--- config.mk ---
export PLATFORM = sky130hd
export DESIGN_NAME = ata_shadow_tf
export DESIGN_NICKNAME = d
export VERILOG_FILES = /design/src/rtl/ata_tf_pkg.sv /design/src/rtl/tf_addr_decode.sv /design/src/rtl/tf_byte_fifo2.sv /design/src/rtl/tf_fis_build.sv /design/src/rtl/ata_shadow_tf.sv
export SDC_FILE = /design/constraint.sdc
export NUM_CORES = 1
export LEC_CHECK = 0
export BUFFER_PORTS_ARGS = -buffer_cell sky130_fd_sc_hd__buf_4
export CAP_MARGIN = 20
export CORE_MARGIN = 8
export CORE_UTILIZATION = 35
export CTS_CLUSTER_SIZE = 28
export DETAILED_ROUTE_END_ITERATION = 10
export PLACE_DENSITY = 0.57
export SLEW_MARGIN = 20
export SYNTH_ARGS = -nofsm -noshare
export SYNTH_HDL_FRONTEND = slang
export SYNTH_SLANG_ARGS = --single-unit
--- constraint.sdc ---
create_clock -name clk -period 5.26 [get_ports clk]
set_input_delay 1.052 -clock clk [delete_from_list [all_inputs] [get_ports clk]]
set_output_delay 1.052 -clock clk [all_outputs]
set_load 0.03 [all_outputs]
--- src/rtl/ata_tf_pkg.sv ---
package ata_tf_pkg;

    localparam int BYTE_W    = 8;
    localparam int FIS_BYTES = 20;
    localparam int FIS_W     = FIS_BYTES * BYTE_W;
    localparam int N_FIFO    = 5;
    localparam int FIDX_W    = $clog2(N_FIFO);

    localparam logic [7:0] FIS_TYPE_H2D = 8'h27;
    localparam logic [7:0] FIS_FLAG_CMD = 8'h80;

    localparam int CTL_HOB_BIT  = 7;
    localparam int CTL_SRST_BIT = 2;

    // command block offsets
    typedef enum logic [2:0] {
        OFS_DATA    = 3'd0,
        OFS_ERRFEAT = 3'd1,
        OFS_COUNT   = 3'd2,
        OFS_LBA_LO  = 3'd3,
        OFS_LBA_MID = 3'd4,
        OFS_LBA_HI  = 3'd5,
        OFS_DEVICE  = 3'd6,
        OFS_STSCMD  = 3'd7
    } cmd_ofs_e;

    // index of each two-byte register; index = offset - 1
    typedef enum logic [FIDX_W-1:0] {
        FQ_FEAT    = 3'd0,
        FQ_COUNT   = 3'd1,
        FQ_LBA_LO  = 3'd2,
        FQ_LBA_MID = 3'd3,
        FQ_LBA_HI  = 3'd4
    } fq_idx_e;

    typedef enum logic [2:0] {
        RD_NONE,
        RD_ZERO,
        RD_ERR,
        RD_STS,
        RD_DEV,
        RD_FIFO
    } rd_src_e;

    typedef struct packed {
        logic [BYTE_W-1:0] cur;
        logic [BYTE_W-1:0] prev;
    } byte_pair_t;

    typedef struct packed {
        byte_pair_t        feat;
        byte_pair_t        count;
        byte_pair_t        lba_lo;
        byte_pair_t        lba_mid;
        byte_pair_t        lba_hi;
        logic [BYTE_W-1:0] device;
        logic [BYTE_W-1:0] control;
    } shadow_t;

    function automatic logic [FIDX_W-1:0] fifo_of_offset(logic [2:0] ofs);
        return FIDX_W'(ofs - 3'd1);
    endfunction

    function automatic logic [FIS_W-1:0] pack_h2d(shadow_t s, logic [BYTE_W-1:0] cmd);
        logic [BYTE_W-1:0] b [FIS_BYTES];
        logic [FIS_W-1:0]  w;
        for (int i = 0; i < FIS_BYTES; i++) b[i] = '0;
        b[0]  = FIS_TYPE_H2D;
        b[1]  = FIS_FLAG_CMD;
        b[2]  = cmd;
        b[3]  = s.feat.cur;
        b[4]  = s.lba_lo.cur;
        b[5]  = s.lba_mid.cur;
        b[6]  = s.lba_hi.cur;
        b[7]  = s.device;
        b[8]  = s.lba_lo.prev;
        b[9]  = s.lba_mid.prev;
        b[10] = s.lba_hi.prev;
        b[11] = s.feat.prev;
        b[12] = s.count.cur;
        b[13] = s.count.prev;
        b[15] = s.control;
        w = '0;
        for (int i = 0; i < FIS_BYTES; i++) w[i*BYTE_W +: BYTE_W] = b[i];
        return w;
    endfunction

endpackage

--- src/rtl/tf_addr_decode.sv ---
module tf_addr_decode
    import ata_tf_pkg::*;
#(
    parameter int ADDR_W  = 16,
    parameter bit PRIMARY = 1'b1
) (
    input  logic [ADDR_W-1:0] addr,
    input  logic              wr,
    input  logic              rd,
    output logic [N_FIFO-1:0] fifo_wr,
    output logic              dev_wr,
    output logic              cmd_wr,
    output logic              ctl_wr,
    output rd_src_e           rd_src,
    output logic [FIDX_W-1:0] rd_fifo
);

    localparam logic [ADDR_W-1:0] CMD_BASE = PRIMARY ? ADDR_W'(16'h01F0) : ADDR_W'(16'h0170);
    localparam logic [ADDR_W-1:0] CTL_ADDR = PRIMARY ? ADDR_W'(16'h03F6) : ADDR_W'(16'h0376);

    logic       cmd_hit;
    logic       ctl_hit;
    logic [2:0] ofs;

    assign ofs     = addr[2:0];
    assign cmd_hit = (addr[ADDR_W-1:3] == CMD_BASE[ADDR_W-1:3]);
    assign ctl_hit = (addr == CTL_ADDR);

    for (genvar g = 0; g < N_FIFO; g++) begin : g_fwr
        assign fifo_wr[g] = wr && cmd_hit && (ofs == 3'(g + 1));
    end

    assign dev_wr  = wr && cmd_hit && (ofs == OFS_DEVICE);
    assign cmd_wr  = wr && cmd_hit && (ofs == OFS_STSCMD);
    assign ctl_wr  = wr && ctl_hit;
    assign rd_fifo = fifo_of_offset(ofs);

    always_comb begin
        rd_src = RD_NONE;
        if (rd && ctl_hit) begin
            rd_src = RD_STS;
        end else if (rd && cmd_hit) begin
            case (cmd_ofs_e'(ofs))
                OFS_DATA:    rd_src = RD_ZERO;
                OFS_ERRFEAT: rd_src = RD_ERR;
                OFS_DEVICE:  rd_src = RD_DEV;
                OFS_STSCMD:  rd_src = RD_STS;
                default:     rd_src = RD_FIFO;
            endcase
        end
    end

endmodule

--- src/rtl/tf_byte_fifo2.sv ---
module tf_byte_fifo2
    import ata_tf_pkg::*;
(
    input  logic              clk,
    input  logic              rst,
    input  logic              clr,
    input  logic              wr_en,
    input  logic [BYTE_W-1:0] din,
    input  logic              hob,
    output byte_pair_t        q,
    output logic [BYTE_W-1:0] rd_byte
);

    byte_pair_t q_r;

    always_ff @(posedge clk) begin
        if (rst || clr) begin
            q_r <= '0;
        end else if (wr_en) begin
            q_r.prev <= q_r.cur;
            q_r.cur  <= din;
        end
    end

    assign q       = q_r;
    assign rd_byte = hob ? q_r.prev : q_r.cur;

    p_shift_r2: assert property (@(posedge clk) disable iff (rst)
        (wr_en && !clr) |=> (q.prev == $past(q.cur)) && (q.cur == $past(din)));

    p_hold_r5: assert property (@(posedge clk) disable iff (rst)
        (!wr_en && !clr) |=> $stable(q));

    p_clear_r6: assert property (@(posedge clk) disable iff (rst)
        clr |=> (q == '0));

endmodule

--- src/rtl/tf_fis_build.sv ---
module tf_fis_build
    import ata_tf_pkg::*;
(
    input  logic              clk,
    input  logic              rst,
    input  logic              fire,
    input  shadow_t           shadow,
    input  logic [BYTE_W-1:0] cmd,
    output logic              fis_valid,
    output logic [FIS_W-1:0]  fis_data
);

    always_ff @(posedge clk) begin
        if (rst) begin
            fis_valid <= 1'b0;
            fis_data  <= '0;
        end else begin
            fis_valid <= fire;
            if (fire) fis_data <= pack_h2d(shadow, cmd);
        end
    end

    p_hdr_r8: assert property (@(posedge clk) disable iff (rst)
        fis_valid |-> (fis_data[7:0] == FIS_TYPE_H2D) && (fis_data[15:8] == FIS_FLAG_CMD)
                      && (fis_data[FIS_W-1:16*BYTE_W] == '0));

endmodule

--- src/rtl/ata_shadow_tf.sv ---
module ata_shadow_tf
    import ata_tf_pkg::*;
#(
    parameter int ADDR_W  = 16,
    parameter bit PRIMARY = 1'b1
) (
    input  logic                        clk,
    input  logic                        rst,
    input  logic [ADDR_W-1:0]           hst_addr,
    input  logic                        hst_wr,
    input  logic                        hst_rd,
    input  logic [7:0]                  hst_wdata,
    output logic [7:0]                  hst_rdata,
    input  logic [7:0]                  dev_status,
    input  logic [7:0]                  dev_error,
    output logic                        fis_valid,
    output logic [ata_tf_pkg::FIS_W-1:0] fis_data
);

    localparam logic [ADDR_W-1:0] CMD_REG = PRIMARY ? ADDR_W'(16'h01F7) : ADDR_W'(16'h0177);

    logic [N_FIFO-1:0] fifo_wr;
    logic              dev_wr;
    logic              cmd_wr;
    logic              ctl_wr;
    rd_src_e           rd_src;
    logic [FIDX_W-1:0] rd_fifo;

    logic [BYTE_W-1:0] ctl_q;
    logic [BYTE_W-1:0] dev_q;
    logic              hob;
    logic              srst_clr;

    byte_pair_t        fq    [N_FIFO];
    logic [BYTE_W-1:0] fq_rd [N_FIFO];
    shadow_t           shadow;

    tf_addr_decode #(.ADDR_W(ADDR_W), .PRIMARY(PRIMARY)) u_dec (
        .addr    (hst_addr),
        .wr      (hst_wr),
        .rd      (hst_rd),
        .fifo_wr (fifo_wr),
        .dev_wr  (dev_wr),
        .cmd_wr  (cmd_wr),
        .ctl_wr  (ctl_wr),
        .rd_src  (rd_src),
        .rd_fifo (rd_fifo)
    );

    assign hob      = ctl_q[CTL_HOB_BIT];
    assign srst_clr = ctl_wr && hst_wdata[CTL_SRST_BIT];

    always_ff @(posedge clk) begin
        if (rst) begin
            ctl_q <= '0;
            dev_q <= '0;
        end else begin
            if (ctl_wr) ctl_q <= hst_wdata;
            if (dev_wr) dev_q <= hst_wdata;
        end
    end

    for (genvar g = 0; g < N_FIFO; g++) begin : g_fifo
        tf_byte_fifo2 u_fifo (
            .clk     (clk),
            .rst     (rst),
            .clr     (srst_clr),
            .wr_en   (fifo_wr[g]),
            .din     (hst_wdata),
            .hob     (hob),
            .q       (fq[g]),
            .rd_byte (fq_rd[g])
        );
    end

    always_comb begin
        shadow         = '0;
        shadow.feat    = fq[FQ_FEAT];
        shadow.count   = fq[FQ_COUNT];
        shadow.lba_lo  = fq[FQ_LBA_LO];
        shadow.lba_mid = fq[FQ_LBA_MID];
        shadow.lba_hi  = fq[FQ_LBA_HI];
        shadow.device  = dev_q;
        shadow.control = ctl_q;
    end

    always_ff @(posedge clk) begin
        if (rst) begin
            hst_rdata <= '0;
        end else begin
            case (rd_src)
                RD_ZERO: hst_rdata <= '0;
                RD_ERR:  hst_rdata <= dev_error;
                RD_STS:  hst_rdata <= dev_status;
                RD_DEV:  hst_rdata <= dev_q;
                RD_FIFO: hst_rdata <= fq_rd[rd_fifo];
                default: hst_rdata <= hst_rdata;
            endcase
        end
    end

    tf_fis_build u_fis (
        .clk       (clk),
        .rst       (rst),
        .fire      (cmd_wr),
        .shadow    (shadow),
        .cmd       (hst_wdata),
        .fis_valid (fis_valid),
        .fis_data  (fis_data)
    );

    p_fis_cause_r7: assert property (@(posedge clk) disable iff (rst)
        fis_valid |-> $past(hst_wr && (hst_addr == CMD_REG)));

    p_hob_read_r4: assert property (@(posedge clk) disable iff (rst)
        $past(hst_rd && (rd_src == RD_FIFO) && hob) |-> (hst_rdata == $past(fq[rd_fifo].prev)));

    p_new_read_r3: assert property (@(posedge clk) disable iff (rst)
        $past(hst_rd && (rd_src == RD_FIFO) && !hob) |-> (hst_rdata == $past(fq[rd_fifo].cur)));

endmodule

==> results.toml, run 1 <==
[sta]
fin_crit_ns = 3.39
setup-tns-final_ns = 0
fin_skew_ns = 0.00739
slew_headroom_pct = 32.8
fmax_mhz = 295
worst_slew_pin_slew_ns = 1.00
drv_slew = 0
fin_crit_sh_pct = 64.5
rsz0062_at_grt = "no"
finalHoldViolCount = 0
setup_ws_ns = 1.87
setup_viol = 0

[synth]
synth_edf_count = 0
ys_seq_area_share_pct = 46.8
ys_top_cells_by_count = "nand2_1, dfxtp_1, a21oi_1"
synth_cell_type_count = 50
ys_seq_elements = 210
synth_top_area_share_pct = 46.8
synth.cell_area_sq_um = 8990
synth_area_leaders = "dfxtp_1, nand2_1, a21oi_1"
yosys.area.top_type = "dfxtp_1"
ys_async_sr_fraction_pct = 0
avgSynthCellArea_sq_um = 8.32
synthCells = 1080
ys.warnings.count = 0
synth_ff_type = "dfxtp_1"
yosysMostFrequentCell = "nand2_1"

[finish]
nFillCells = 2576
area_growth_pct = 21.0
drive_gt1_share_pct = 20.0
layout.area.seq_sq_um = 4200
multiInputGateArea_sq_um = 4120
fin_nets = 1239
fin_cells = 1533
diodes = 0
utilization_pct = 43.2

[routing]
firstDrtPassIters = 5
vias = 7609
drt-vias-per-instance = 4.96
drc = 0
routed_wl_um = 27100
drt_iter0_drc = 712
final_antenna_net_count = 0
wire_per_inst_um = 17.7

[power_and_ir_drop]
irDropWorstVdd_mv = 0.160
leakage_uw = 0.00404
p_per_area_nw_per_um2 = 320

[global_route]
grt-ovfl-total = 0
grt_pass1_wl_um = 41200
grt_pass1_vias = 7188
antenna_found_initial = 0
grt_use_total_pct = 16.4
grt_max_degree = 74

[flow_run]
drv_cap = 0

[critical_path]
startpoint_type = "input port"
cp.required_ns = 5.64
startpoint = "hst_addr[0]"
critPathMaxFanout = 46
cp_common_cell = "buf_4"
critPathSlowestCell = "a21o_2"
cpPeakStageDelay_ns = 0.73
criticalPathCategory = "in2reg"
arrival_ns = 3.77
r2r_start = "ctl_q[7]"
crit_chain = "buf_4, inv_1, ha_1, nand2_1, or2_2, nor3_2, buf_4, a21o_2, buf_4, a21oi_1"
end_kind = "flip-flop"

[clock_network]
clk_pin_slew_worst_paths_ns = 0.06
cts_hold_buf = 0
cts_setup_buffers = 0
cts_tree = "yes"
cts-root-buf = "clkbuf_16"
clockBufferDepth = 3
cts_resized = 0
h-tree-depth = 1
cts_inserted_buffers = 25
numClockSinks = 210
clk_latency_ns = 0.50

[floorplan]
io_pins = 213
rows = 58
die_w_um = 176
dieArea_sq_um = 31100
core_sq_um = 25200
initial_core_util_pct = 35.7
die_h_um = 176

[outcome]
status = "finished clean"

[worst_hold_path]
hold_class = "reg2reg"
hp-start = "u_fis.fis_data[101]"

[placed_design]
dp.cells = 1493
globalplace.congestion = 0.818
place.port_buffers = 161
dp_slack_ns = 1.36
hpwlAfterDp_um = 18900
==> where the power goes <==
group	switching (uW)	internal [uW]
clock	640	1090
combinational	121	35.9
sequential	0.00508	1590
==> metrics by stage <==
stage	hold slack, ns	cell area [sq um]	power (uW)
after floorplan	0.436	9170	1760
after global placement	0.440	10000	1780
after detailed placement	0.444	10000	1780
after CTS	0.451	10900	3520
after global routing	0.467	10900	3590
final	0.449	10900	3480
==> final timing paths <==
path | end | slack (ns) | cells past startpoint
min reg2reg | u_fis.fis_data[101] | 0.45 | 2
max | g_fifo[0].u_fifo.q[0] | 1.87 | 10
max reg2reg | hst_rdata[6] | 2.78 | 5
min | u_fis.fis_data[101] | 0.45 | 2
==> layout make-up <==
| cell class | count | area share (%) |
|---|---|---|
| flip-flops and latches | 210 | 38.7 |
| multi-input cells | 779 | 37.9 |
| repair buffers | 170 | 11.9 |
| clock buffers | 36 | 6.69 |
| well taps | 330 | 3.80 |
| clock inverters | 4 | 0.875 |
| inverters | 4 | 0.138 |
==> critical path: cells and delay by family <==
family	cells	cell delay (ns)
buffers and inverters	4	0.95
AOI/OAI and AO/OA	2	0.80
and+or+nand+nor	3	0.67
adders and majority gates	1	0.26
==> flip-flops by register name (all words and copies together), names as in the netlist <==
name             count
u_fis.fis_data     105
u_fis.fis_valid      1
ctl_q                8
hst_rdata            8
dev_q                8
g_fifo.u_fifo.q     80
==> cell families (layout without fill, tap and decap cells) <==
family | count (synthesis) | count (layout) | share of synthesized area, %
xor gates and xnor gates | 1 | 1 | 0.0975
muxes | 40 | 40 | 6.71
and+or+nand+nor | 456 | 456 | 22.0
other | 1 | 51 | 0.0417
AOI/OAI and AO/OA | 226 | 226 | 14.0
DFF | 210 | 210 | 46.8
adders and majority gates | 5 | 5 | 0.696
buffers and inverters | 141 | 214 | 9.69
==> cells in the final DEF (no fill, tap or decap), types with 2 or more instances in the layout <==
cell type | netlist | final
a21oi_1 | 185 | 185
mux2i_1 | 24 | 24
dfxtp_1 | 210 | 210
nor2_1 | 19 | 19
mux4_2 | 15 | 15
nand3_1 | 17 | 17
nand4_1 | 4 | 4
and4_1 | 3 | 3
or3_1 | 3 | 2
nor3_4 | 0 | 2
ha_1 | 5 | 5
buf_4 | 65 | 169
nand2_1 | 371 | 371
nor4_4 | 2 | 2
o21bai_1 | 9 | 9
clkbuf_16 | 0 | 25
conb_1 | 1 | 51
clkbuf_1 | 43 | 5
nand3b_1 | 16 | 16
clkbuf_8 | 2 | 6
o21ai_0 | 2 | 2
nand4_2 | 2 | 2
inv_1 | 3 | 3
a22oi_1 | 8 | 8
nor4_2 | 2 | 2
o211ai_1 | 15 | 15
bufinv_16 | 0 | 3
==> routing by layer <==
layer | track usage (%) | wire length [um] | vias up
met5 | 0 | 0 | -
met4 | 3.39 | 413 | 0
met3 | 3.91 | 2210 | 34
met2 | 26.0 | 12200 | 254
met1 | 22.4 | 12300 | 3597
li1 | - | - | 3724
(Power assumes the default switching activity.)
==> inputs of run 2 (changes only) <==
- clock period: 5.26 -> 3.3 ns (I/O delays scaled with it)
==> run 2 against run 1 <==
Effect of this change:
- total power rose by 63%
- register-to-register slack lost 1.8 ns
- sequential power rose by 59%
- design area is 1.4% higher
- critical path depth decreased by 3
- die area stayed put
- first-iteration DRC count decreased by 26%
- non-clock buffer count grew 10
- combinational power increased by 62%
- largest power group unchanged
- highest routed layer unchanged
==> results.toml, run 2 (synthesized netlist as in run 1, its figures left out) <==
[critical_path]
end_kind = "flip-flop"
startpoint_type = "input port"
cp.required_ns = 3.74
critPathSlowestCell = "nor4_2"
path_delay_family = "simple AND/OR/NAND/NOR gates"
arrival_ns = 2.75
r2r_cells = 6
criticalPathCategory = "in2reg"
critPathMaxFanout = 20
path_buf_inv = 2
crit_chain = "buf_4, inv_1, ha_1, or3b_2, nor4_2, a22oi_1, nand3_1"
cpPeakStageDelay_ns = 0.54
cp_num_cells = 7

[clock_network]
clk_pin_slew_worst_paths_ns = 0.05
numClockSinks = 210
cts_tree = "yes"
cts_resized = 0
cts-root-buf = "clkbuf_16"
clockBufferDepth = 3
clk_latency_ns = 0.51
cts_hold_buf = 0
h-tree-depth = 1
cts_inserted_buffers = 24
cts_setup_buffers = 0

[routing]
wl_met2_um = 12300
top_layer_used = "met4"
vias = 7626
final_antenna_net_count = 0
drt_iter0_drc = 528
wire_per_inst_um = 17.6
drt-vias-per-instance = 4.93
met3_wirelength_um = 2380
firstDrtPassIters = 4
routed_wl_um = 27300
wl_met1_um = 12300
drc = 0

[floorplan]
rows = 58
core_sq_um = 25200
die_h_um = 176
io_pins = 213
initial_core_util_pct = 35.7
die_w_um = 176
dieArea_sq_um = 31100

[global_route]
grt-ovfl-total = 0
grt_use_total_pct = 16.8
antenna_found_initial = 0
grt_pass1_wl_um = 42400
grt_max_degree = 81
grt_pass1_vias = 7366

[sta]
fmax_mhz = 434
rsz0062_at_grt = "no"
fin_skew_ns = 0.00777
fin_crit_sh_pct = 69.9
fin_crit_ns = 2.31
hold_ws_ns = 0.386
setup_viol = 0
drv_slew = 0
setup-tns-final_ns = 0
finalHoldViolCount = 0
slew_headroom_pct = 53.1
worst_slew_pin_slew_ns = 0.697

[outcome]
status = "finished clean"

[power_and_ir_drop]
irDropWorstVdd_mv = 0.388
p_per_area_nw_per_um2 = 516
leakage_uw = 0.00410

[placed_design]
dp.cells = 1503
place.port_buffers = 161
hpwlAfterDp_um = 19000
globalplace.congestion = 0.793

[finish]
diodes = 0
largest_register_ffs = 105
area_growth_pct = 22.6
fin_nets = 1248
regMostFlops = "u_fis.fis_data"
fin_cells = 1546
layout_common_cells = "nand2_1, dfxtp_1, a21oi_1"
drive_gt1_share_pct = 21.1
layout_commonest_cell = "nand2_1"

[flow_run]
drv_cap = 0

[worst_hold_path]
hold_depth = 3
hold_class = "in2reg"
[run 2: cell types whose count changed in the layout (fill, tap and decap cells not counted), moves of 2 or more]
cell,previous run,this run
clkbuf_1,5,3
clkinv_2,1,3
buf_12,0,4
buf_4,169,176
[run 2: routing by layer]
metal  global-route usage (%)  vias up
met2                     26.7      255
met3                     4.21       31
met4                     2.72        0
li1                         -     3744
met5                        0        -
met1                     23.1     3596
[run 2: worst paths after layout]
path                      start            endpoint  slack [ns]
max                 hst_addr[0]        hst_rdata[6]        0.99
min reg2reg  u_fis.fis_data[19]  u_fis.fis_data[19]        0.45
min                dev_error[7]        hst_rdata[7]        0.39
max reg2reg            ctl_q[7]        hst_rdata[1]        1.02
[run 2: metrics by stage]
step	cell area, sq um	setup slack, ns	util, %	total power, uW
2_1_floorplan	9170	0.405	-	2810
3_3_place_gp	10100	0.494	40.3	2840
3_5_place_dp	10100	0.502	40.3	2840
4_1_cts	11000	0.995	43.8	5740
5_1_grt	11000	0.848	43.8	5870
6_report	11000	0.994	43.8	5680
[run 2: worst reg2reg max path, stage by stage, from the launching register on]
cell and delay (ns):
dfxtp_1 0.60, buf_4 0.38, mux4_2 0.56, nand3b_1 0.10, o211ai_1 0.15, o211ai_1 0.27, nand3_1 0.10
[run 2: cell type report]
| class | count | area (sq um) |
|---|---|---|
| Clock buffer | 34 | 719 |
| Clock inverter | 9 | 151 |
| Fill cell | 2545 | 14200 |
| Inverter | 4 | 15.0 |
| Multi-Input combinational cell | 779 | 4120 |
| Sequential cell | 210 | 4200 |
| Tap cell | 330 | 413 |
| Timing Repair Buffer | 180 | 1400 |
[run 2: report_power, final]
group | total, uW | internal [uW] | switching [uW] | leakage, uW
Combinational | 254 | 60.4 | 193 | 0.00199
Clock | 2890 | 1830 | 1070 | 0.000428
Sequential | 2530 | 2530 | 0.00797 | 0.00169
